**src/rtl/sag_pkg.sv**
```systemverilog
package sag_pkg;
   typedef enum logic [1:0] {
      SAG_LINEAR = 2'd0,
      SAG_STRIDE = 2'd1,
      SAG_INDEX  = 2'd2,
      SAG_BITREV = 2'd3
   } sag_mode_e;
endpackage

```
**src/rtl/sag_seq.sv**
```systemverilog
module sag_seq #(
   parameter int CNT_W = 16
) (
   input  logic             clk,
   input  logic             rst_n,
   input  logic             start_i,
   input  logic             quick_i,
   input  logic             bad_i,
   input  logic [CNT_W-1:0] len_i,
   input  logic             adv_i,
   output logic             busy_o,
   output logic [CNT_W-1:0] elem_o,
   output logic             done_o,
   output logic             err_o
);
   logic [CNT_W-1:0] last_q;

   always_ff @(posedge clk) begin
      if (!rst_n) begin
         busy_o <= 1'b0;
         elem_o <= '0;
         last_q <= '0;
         done_o <= 1'b0;
         err_o  <= 1'b0;
      end else begin
         done_o <= 1'b0;
         err_o  <= 1'b0;
         if (quick_i) begin
            done_o <= 1'b1;
            err_o  <= bad_i;
         end else if (start_i) begin
            busy_o <= 1'b1;
            elem_o <= '0;
            last_q <= len_i - CNT_W'(1);
         end else if (busy_o && adv_i) begin
            if (elem_o == last_q) begin
               busy_o <= 1'b0;
               done_o <= 1'b1;
            end else begin
               elem_o <= elem_o + CNT_W'(1);
            end
         end
      end
   end
endmodule

```
**src/rtl/sag_addr.sv**
```systemverilog
module sag_addr import sag_pkg::*; #(
   parameter int ADDR_W     = 32,
   parameter int CNT_W      = 16,
   parameter int STRIDE_W   = 16,
   parameter bit MUL_STRIDE = 1'b0
) (
   input  logic                clk,
   input  logic                rst_n,
   input  logic                load_i,
   input  sag_mode_e           mode_i,
   input  logic                store_i,
   input  logic [ADDR_W-1:0]   base_i,
   input  logic [CNT_W-1:0]    len_i,
   input  logic [STRIDE_W-1:0] stride_i,
   input  logic [CNT_W-1:0]    elem_i,
   input  logic                adv_i,
   input  logic [ADDR_W-1:0]   idx_i,
   output logic [ADDR_W-1:0]   addr_o,
   output sag_mode_e           mode_o,
   output logic                store_o
);
   localparam int LG_W = $clog2(CNT_W + 1);

   logic [ADDR_W-1:0]   base_q;
   logic [STRIDE_W-1:0] stride_q;
   logic [LG_W-1:0]     lg_q;
   logic [ADDR_W-1:0]   stride_x;
   logic [ADDR_W-1:0]   off;
   logic [CNT_W-1:0]    rev;
   logic [CNT_W-1:0]    rev_sh;
   logic [LG_W-1:0]     sh;

   function automatic logic [LG_W-1:0] high_bit(input logic [CNT_W-1:0] v);
      logic [LG_W-1:0] r;
      r = '0;
      for (int b = 0; b < CNT_W; b++)
         if (v[b]) r = LG_W'(b);
      return r;
   endfunction

   always_ff @(posedge clk) begin
      if (!rst_n) begin
         base_q   <= '0;
         stride_q <= '0;
         lg_q     <= '0;
         mode_o   <= SAG_LINEAR;
         store_o  <= 1'b0;
      end else if (load_i) begin
         base_q   <= base_i;
         stride_q <= stride_i;
         lg_q     <= high_bit(len_i);
         mode_o   <= mode_i;
         store_o  <= store_i;
      end
   end

   assign stride_x = {{(ADDR_W-STRIDE_W){stride_q[STRIDE_W-1]}}, stride_q};

   generate
      if (MUL_STRIDE) begin : g_mul
         assign off = ADDR_W'(elem_i) * stride_x;
      end else begin : g_acc
         logic [ADDR_W-1:0] run_q;
         always_ff @(posedge clk) begin
            if (!rst_n || load_i) run_q <= '0;
            else if (adv_i)       run_q <= run_q + stride_x;
         end
         assign off = run_q;
      end
   endgenerate

   for (genvar g = 0; g < CNT_W; g++) begin : g_rev
      assign rev[g] = elem_i[CNT_W-1-g];
   end
   assign sh     = LG_W'(CNT_W) - lg_q;
   assign rev_sh = rev >> sh;

   always_comb begin
      unique case (mode_o)
         SAG_LINEAR: addr_o = base_q + ADDR_W'(elem_i);
         SAG_STRIDE: addr_o = base_q + off;
         SAG_INDEX:  addr_o = base_q + idx_i;
         default:    addr_o = base_q + ADDR_W'(rev_sh);
      endcase
   end
endmodule

```
**src/rtl/stream_addr_gen.sv**
```systemverilog
module stream_addr_gen import sag_pkg::*; #(
   parameter int ADDR_W     = 32,
   parameter int CNT_W      = 16,
   parameter int STRIDE_W   = 16,
   parameter bit MUL_STRIDE = 1'b0
) (
   input  logic                clk,
   input  logic                rst_n,
   input  logic                cmd_valid,
   output logic                cmd_ready,
   input  logic [1:0]          cmd_mode,
   input  logic                cmd_store,
   input  logic [ADDR_W-1:0]   cmd_base,
   input  logic [CNT_W-1:0]    cmd_len,
   input  logic [STRIDE_W-1:0] cmd_stride,
   input  logic                idx_valid,
   output logic                idx_ready,
   input  logic [ADDR_W-1:0]   idx_data,
   output logic                req_valid,
   input  logic                req_ready,
   output logic [ADDR_W-1:0]   req_addr,
   output logic                req_write,
   output logic [CNT_W-1:0]    req_elem,
   output logic                done,
   output logic                err
);
   if (ADDR_W < CNT_W) begin : g_bad_addr_w
      $error("ADDR_W must be at least CNT_W");
   end
   if (STRIDE_W > ADDR_W || STRIDE_W < 1) begin : g_bad_stride_w
      $error("STRIDE_W must lie in 1..ADDR_W");
   end

   sag_mode_e mode_in, mode_q;
   logic      busy, take, quick, go, adv, bad, len_zero, pow2, is_idx;

   assign mode_in  = sag_mode_e'(cmd_mode);
   assign len_zero = (cmd_len == '0);
   assign pow2     = ((cmd_len & (cmd_len - CNT_W'(1))) == '0);
   assign bad      = (mode_in == SAG_BITREV) && !len_zero && !pow2;
   assign take     = cmd_valid && !busy;
   assign quick    = take && (len_zero || bad);
   assign go       = take && !quick;

   assign cmd_ready = !busy;
   assign is_idx    = (mode_q == SAG_INDEX);
   assign req_valid = busy && (!is_idx || idx_valid);
   assign adv       = req_valid && req_ready;
   assign idx_ready = busy && is_idx && idx_valid && req_ready;

   sag_seq #(.CNT_W(CNT_W)) u_seq (
      .clk     (clk),
      .rst_n   (rst_n),
      .start_i (go),
      .quick_i (quick),
      .bad_i   (bad),
      .len_i   (cmd_len),
      .adv_i   (adv),
      .busy_o  (busy),
      .elem_o  (req_elem),
      .done_o  (done),
      .err_o   (err)
   );

   sag_addr #(
      .ADDR_W     (ADDR_W),
      .CNT_W      (CNT_W),
      .STRIDE_W   (STRIDE_W),
      .MUL_STRIDE (MUL_STRIDE)
   ) u_addr (
      .clk      (clk),
      .rst_n    (rst_n),
      .load_i   (go),
      .mode_i   (mode_in),
      .store_i  (cmd_store),
      .base_i   (cmd_base),
      .len_i    (cmd_len),
      .stride_i (cmd_stride),
      .elem_i   (req_elem),
      .adv_i    (adv),
      .idx_i    (idx_data),
      .addr_o   (req_addr),
      .mode_o   (mode_q),
      .store_o  (req_write)
   );
endmodule

```
**config.mk**
```make
export PLATFORM = sky130hd
export DESIGN_NAME = stream_addr_gen
export DESIGN_NICKNAME = d
export VERILOG_FILES = /design/src/rtl/sag_pkg.sv /design/src/rtl/sag_seq.sv /design/src/rtl/sag_addr.sv /design/src/rtl/stream_addr_gen.sv
export SDC_FILE = /design/constraint.sdc
export NUM_CORES = 1
export LEC_CHECK = 0
export CAP_MARGIN = 20
export CELL_PAD_IN_SITES_DETAIL_PLACEMENT = 1
export CELL_PAD_IN_SITES_GLOBAL_PLACEMENT = 2
export CORE_MARGIN = 2
export CORE_UTILIZATION = 34
export CTS_BUF_LIST = sky130_fd_sc_hd__clkbuf_16
export DETAILED_ROUTE_END_ITERATION = 6
export PLACE_DENSITY = 0.89
export SYNTH_ARGS = -nofsm -noshare
export SYNTH_HDL_FRONTEND = slang
export SYNTH_SLANG_ARGS = --single-unit
```
**constraint.sdc**
```tcl
create_clock -name clk -period 11.91 [get_ports clk]
set_input_delay 2.382 -clock clk [delete_from_list [all_inputs] [get_ports clk]]
set_output_delay 2.382 -clock clk [all_outputs]
set_load 0.005 [all_outputs]
```
==> metrics.md <==
| Metric | Value |
|---|---|
| Synthesized netlist cell count | about 1200 |
| ANT nets after route | 0 |
| DRT Pass-1 Iters | 5 |
| Worst EP arrival | between 7000 and 8000 ps |
| Initial antenna violation count | 0 |
| Critical Path RT | between 9000 and 10000 ps |
| Initial Util | 0.3433 |
| CTS resizes | 0 |
| Fin crit period | roughly 9500 ps |
| # fillers | 3337 |
| Final hold slack | 476.0 ps |
| Maximum vdd drop | around 110 µV |
| Postcts setup bufs | 0 |
| Worst-skew pair later-pin latency | 430 ps |
| CP Max Fanout | 21 |
| Synth Register Bits | 122 |
| Crit path buf inv count | 2 |
| Syn avg cell area | between 7 and 8 µm² |
| Antenna cell count | 0 |
| Setup slack after placement | roughly 2900 ps |
| Routability cong. | between 0.8 and 0.9 |
| Initial DRC count | ~500 |
| WS Path Type | reg2out |
| Gr ovfl total | 0 |
| # IOs | ~160 |
| Maximum capacitance violations | 0 |
| Vias in the first global route | ~9400 |
| Largest net degree at the start of global routing | 78 |
| Clock tree from TritonCTS | built |
| Leakage | around 0.0048 µW |
| Hold Fails Final Rpt | 0 |
| Finished Core Util | 0.4339 |
| Core Rows | slightly above 60 |
| Clock transition at path regs | 60 ps |
| Synth Cell Area | ~9500 µm² |
| Register area share after synthesis | 0.2582 |
| Unrepaired setup endpoints after global routing | no |
| Cell Chain, Critical Path | inv_1, ha_1, mux2_2, nor2_1, a21oi_1, mux2i_1, nor2_1, a21oi_1, o221ai_1, ha_1, fa_1, a211oi_1, o21ai_0, or4b_2, o211ai_1, a2111oi_0, nor3_1, a21oi_1, nor3b_1, a211o_1, clkdlybuf4s50_1 |
| Final WL | between 30000 and 40000 µm |
| CP endpoint | req_addr[30] |
| CP dominant cell by count | a21oi_1 |
| Power Dens Cells | ~110 nW/µm² |
| Clock tree sinks | between 100 and 150 |
| Synth Flop Type | dfxtp_1 |
| Final Max Slew Viols | 0 |
| Worst r2r path cells | 9 |
| Min-delay worst type | reg2reg |
| Final net count | 1543 |
| Post-route DRC | 0 |
| Max_slew headroom | 0.3558 |
| Netlist cell types | ~60 |
| First-pass GRT wire length | between 50000 and 60000 µm |
| Status | completed |
| Die area | 29170 µm² |
| Max Freq | approximately 110 MHz |
| CTS Hold Buffers Added | 0 |
| Worst Skew | 9.528 ps |
| Slowest CP cell | ha_1 |
| Crit path max-delay family | compound AO/OA/AOI/OAI gates |
| Post-synth EDFFs | 0 |
| PnR worst setup slack | between 2000 and 2500 ps |
| Die Span X | 170.8 µm |
| Via density | between 5 and 6 |
| H-tree depth | 4 |
| Syn-to-layout area delta | 26.38% |
| Core box area | about 28000 µm² |
| Num CTS Buffers | 17 |
| Worst reg2reg setup slack | approximately 8500 ps |
| Worst setup startpoint | u_addr.lg_q[0]$_SDFFE_PN0N_ |
| Setup TNS Final | 0 ps |
| Via Count | 9399 |
| Yosys warns | 0 |
| CP Launch Type | register |
| Final HPWL DP | 24560 µm |
| Final setup fails | 0 |
| Share of cells above drive strength 1 | 0.04825 |
| CTS Buffer Depth | 2 |
| Async set or reset register ratio after synthesis | 0 |
| GRT Util Overall | 0.2222 |
| Tcrit/Tclk final | 0.7995 |
| Die height | between 150 and 200 µm |
| Port Buf Inserts | 157 |
| Clock Tree Root | clkbuf_16 |
| Reg-to-Reg End | u_seq.elem_o[13]$_SDFFE_PN0P_ |
| Syn_nets | approximately 1400 |
| Levels on crit path | 21 |
| FF-to-FF Start | u_addr.mode_o[0]$_SDFFE_PN0N_ |
| Least-Margin Pin Slew | about 960 ps |
| Slowest cell delay on critical path | roughly 940 ps |
| Wire per inst | 18.77 µm |
| Critical Path End Type | output pin |
worst min-delay path: cells and delay by family (launching register included):
| kind | cells | cell delay (ps) |
|---|---|---|
| compound gates | 1 | 60 |
| simple gates | 1 | 50 |
| flops | 1 | 310 |
how the worst min path moves through the flow:
stage                                          start                                to  depth (start not counted)  slack [ps]
global route        u_addr.stride_q[10]$_SDFFE_PN0N_  u_addr.stride_q[10]$_SDFFE_PN0N_                          2         500
floorplan           u_addr.stride_q[10]$_SDFFE_PN0N_  u_addr.stride_q[10]$_SDFFE_PN0N_                          2         450
global placement         u_addr.store_o$_SDFFE_PN0N_       u_addr.store_o$_SDFFE_PN0N_                          2         460
detailed placement   u_addr.stride_q[8]$_SDFFE_PN0N_   u_addr.stride_q[8]$_SDFFE_PN0N_                          2         470
CTS                  u_addr.stride_q[8]$_SDFFE_PN0N_   u_addr.stride_q[8]$_SDFFE_PN0N_                          2         480
finish               u_addr.stride_q[8]$_SDFFE_PN0N_   u_addr.stride_q[8]$_SDFFE_PN0N_                          2         480
cells in the mapped netlist, drive strengths merged, types with 3 or more instances:
cell	number	area share
nor3	16	0.0085
a21o	26	0.021
clkbuf	58	0.023
o211a	19	0.020
or3	12	0.0079
xor2	23	0.021
a211o	3	0.0028
nor2b	14	0.0093
nand2	221	0.088
a21boi	51	0.040
mux2	10	0.012
nand3	26	0.014
xnor2	59	0.055
a311oi	4	0.0037
and3	10	0.0066
a221o	8	0.0085
a21oi	105	0.056
nor2	96	0.038
ha	81	0.11
o31a	3	0.0028
o211ai	6	0.0048
mux2i	30	0.032
o31ai	5	0.0045
o21a	5	0.0040
o22ai	10	0.0066
or2	4	0.0026
o21bai	11	0.0087
o221ai	7	0.0065
nand3b	4	0.0032
buf	13	0.0053
a41oi	3	0.0028
nor4	8	0.0053
a211oi	16	0.013
nor3b	4	0.0032
inv	29	0.012
o21ai	46	0.024
a22o	15	0.014
nand2b	11	0.0073
dfxtp	122	0.26
nand4	12	0.0079
a31oi	12	0.0086
routing by layer:
metal	global-route usage	vias to the layer above	wire length, µm
li1	-	4660	-
met1	0.3161	4519	16450
met3	0.02290	30	1226
met5	0	-	0
met4	0.05463	0	409
met2	0.3589	190	14680
through the flow:
step	cell area [µm²]	power, µW	instances
after floorplan	9459	597.9	1239
after global placement	11320	703.8	1713
after detailed placement	11320	709.3	1713
after CTS	11940	1276	1744
after global routing	11950	1324	1746
final	11950	1269	1746
registers in the layout, indices dropped and copies added (netlist names):
register,count
u_addr.base_q,32
u_addr.g_acc.run_q,32
u_addr.stride_q,16
u_seq.elem_o,16
u_seq.last_q,16
u_addr.lg_q,4
u_addr.mode_o,2
u_addr.store_o,1
u_seq.busy_o,1
u_seq.done_o,1
u_seq.err_o,1
cells in the final DEF (no fill, tap or decap), drive strengths merged, types with 7 or more instances in the layout:
cell type,instances
inv,32
o211a,19
mux2,10
a31oi,12
nor4,8
and3,10
nor2,96
mux2i,30
buf,13
nand3,26
clkdlybuf4s50,156
clkbuf,17
xor2,23
nor2b,14
o21ai,46
a21oi,105
or3,12
a21o,26
nand2,221
dfxtp,122
a22o,15
o21bai,11
o221ai,7
a211oi,16
a221o,8
a21boi,51
ha,81
o22ai,10
xnor2,59
nor3,16
nand2b,11
nand4,12
kinds of logic (layout without fill, tap and decap cells):
family          count (synthesis)  count (layout)  synth area share
xor+xnor                       82              82           0.07593
compound gates                366             366            0.2622
buf+inv                       100             229           0.03981
mux                            40              40           0.04365
fa+ha+maj                      83              83            0.1114
flops                         122             122            0.2582
simple gates                  446             446            0.2089
report_power, final:
group / leakage [µW] / switching, µW / total (µW) / internal [µW]
registers: 0.000995 / 20.7 / 447 / 427
clock network: 0.000294 / 214 / 564 / 350
logic: 0.00350 / 135 / 257 / 123
area by class of cell:
class	count	area, µm²	share of cell area
Clock buffer	17	425.4	0.03559
Clock inverter	14	195.2	0.01633
Inverter	29	108.9	0.009106
Multi-Input combinational cell	1017	6653	0.5565
Sequential cell	122	2442	0.2043
Tap cell	378	473.0	0.03956
Timing Repair Buffer	169	1657	0.1386
(Power assumes the default switching activity.)
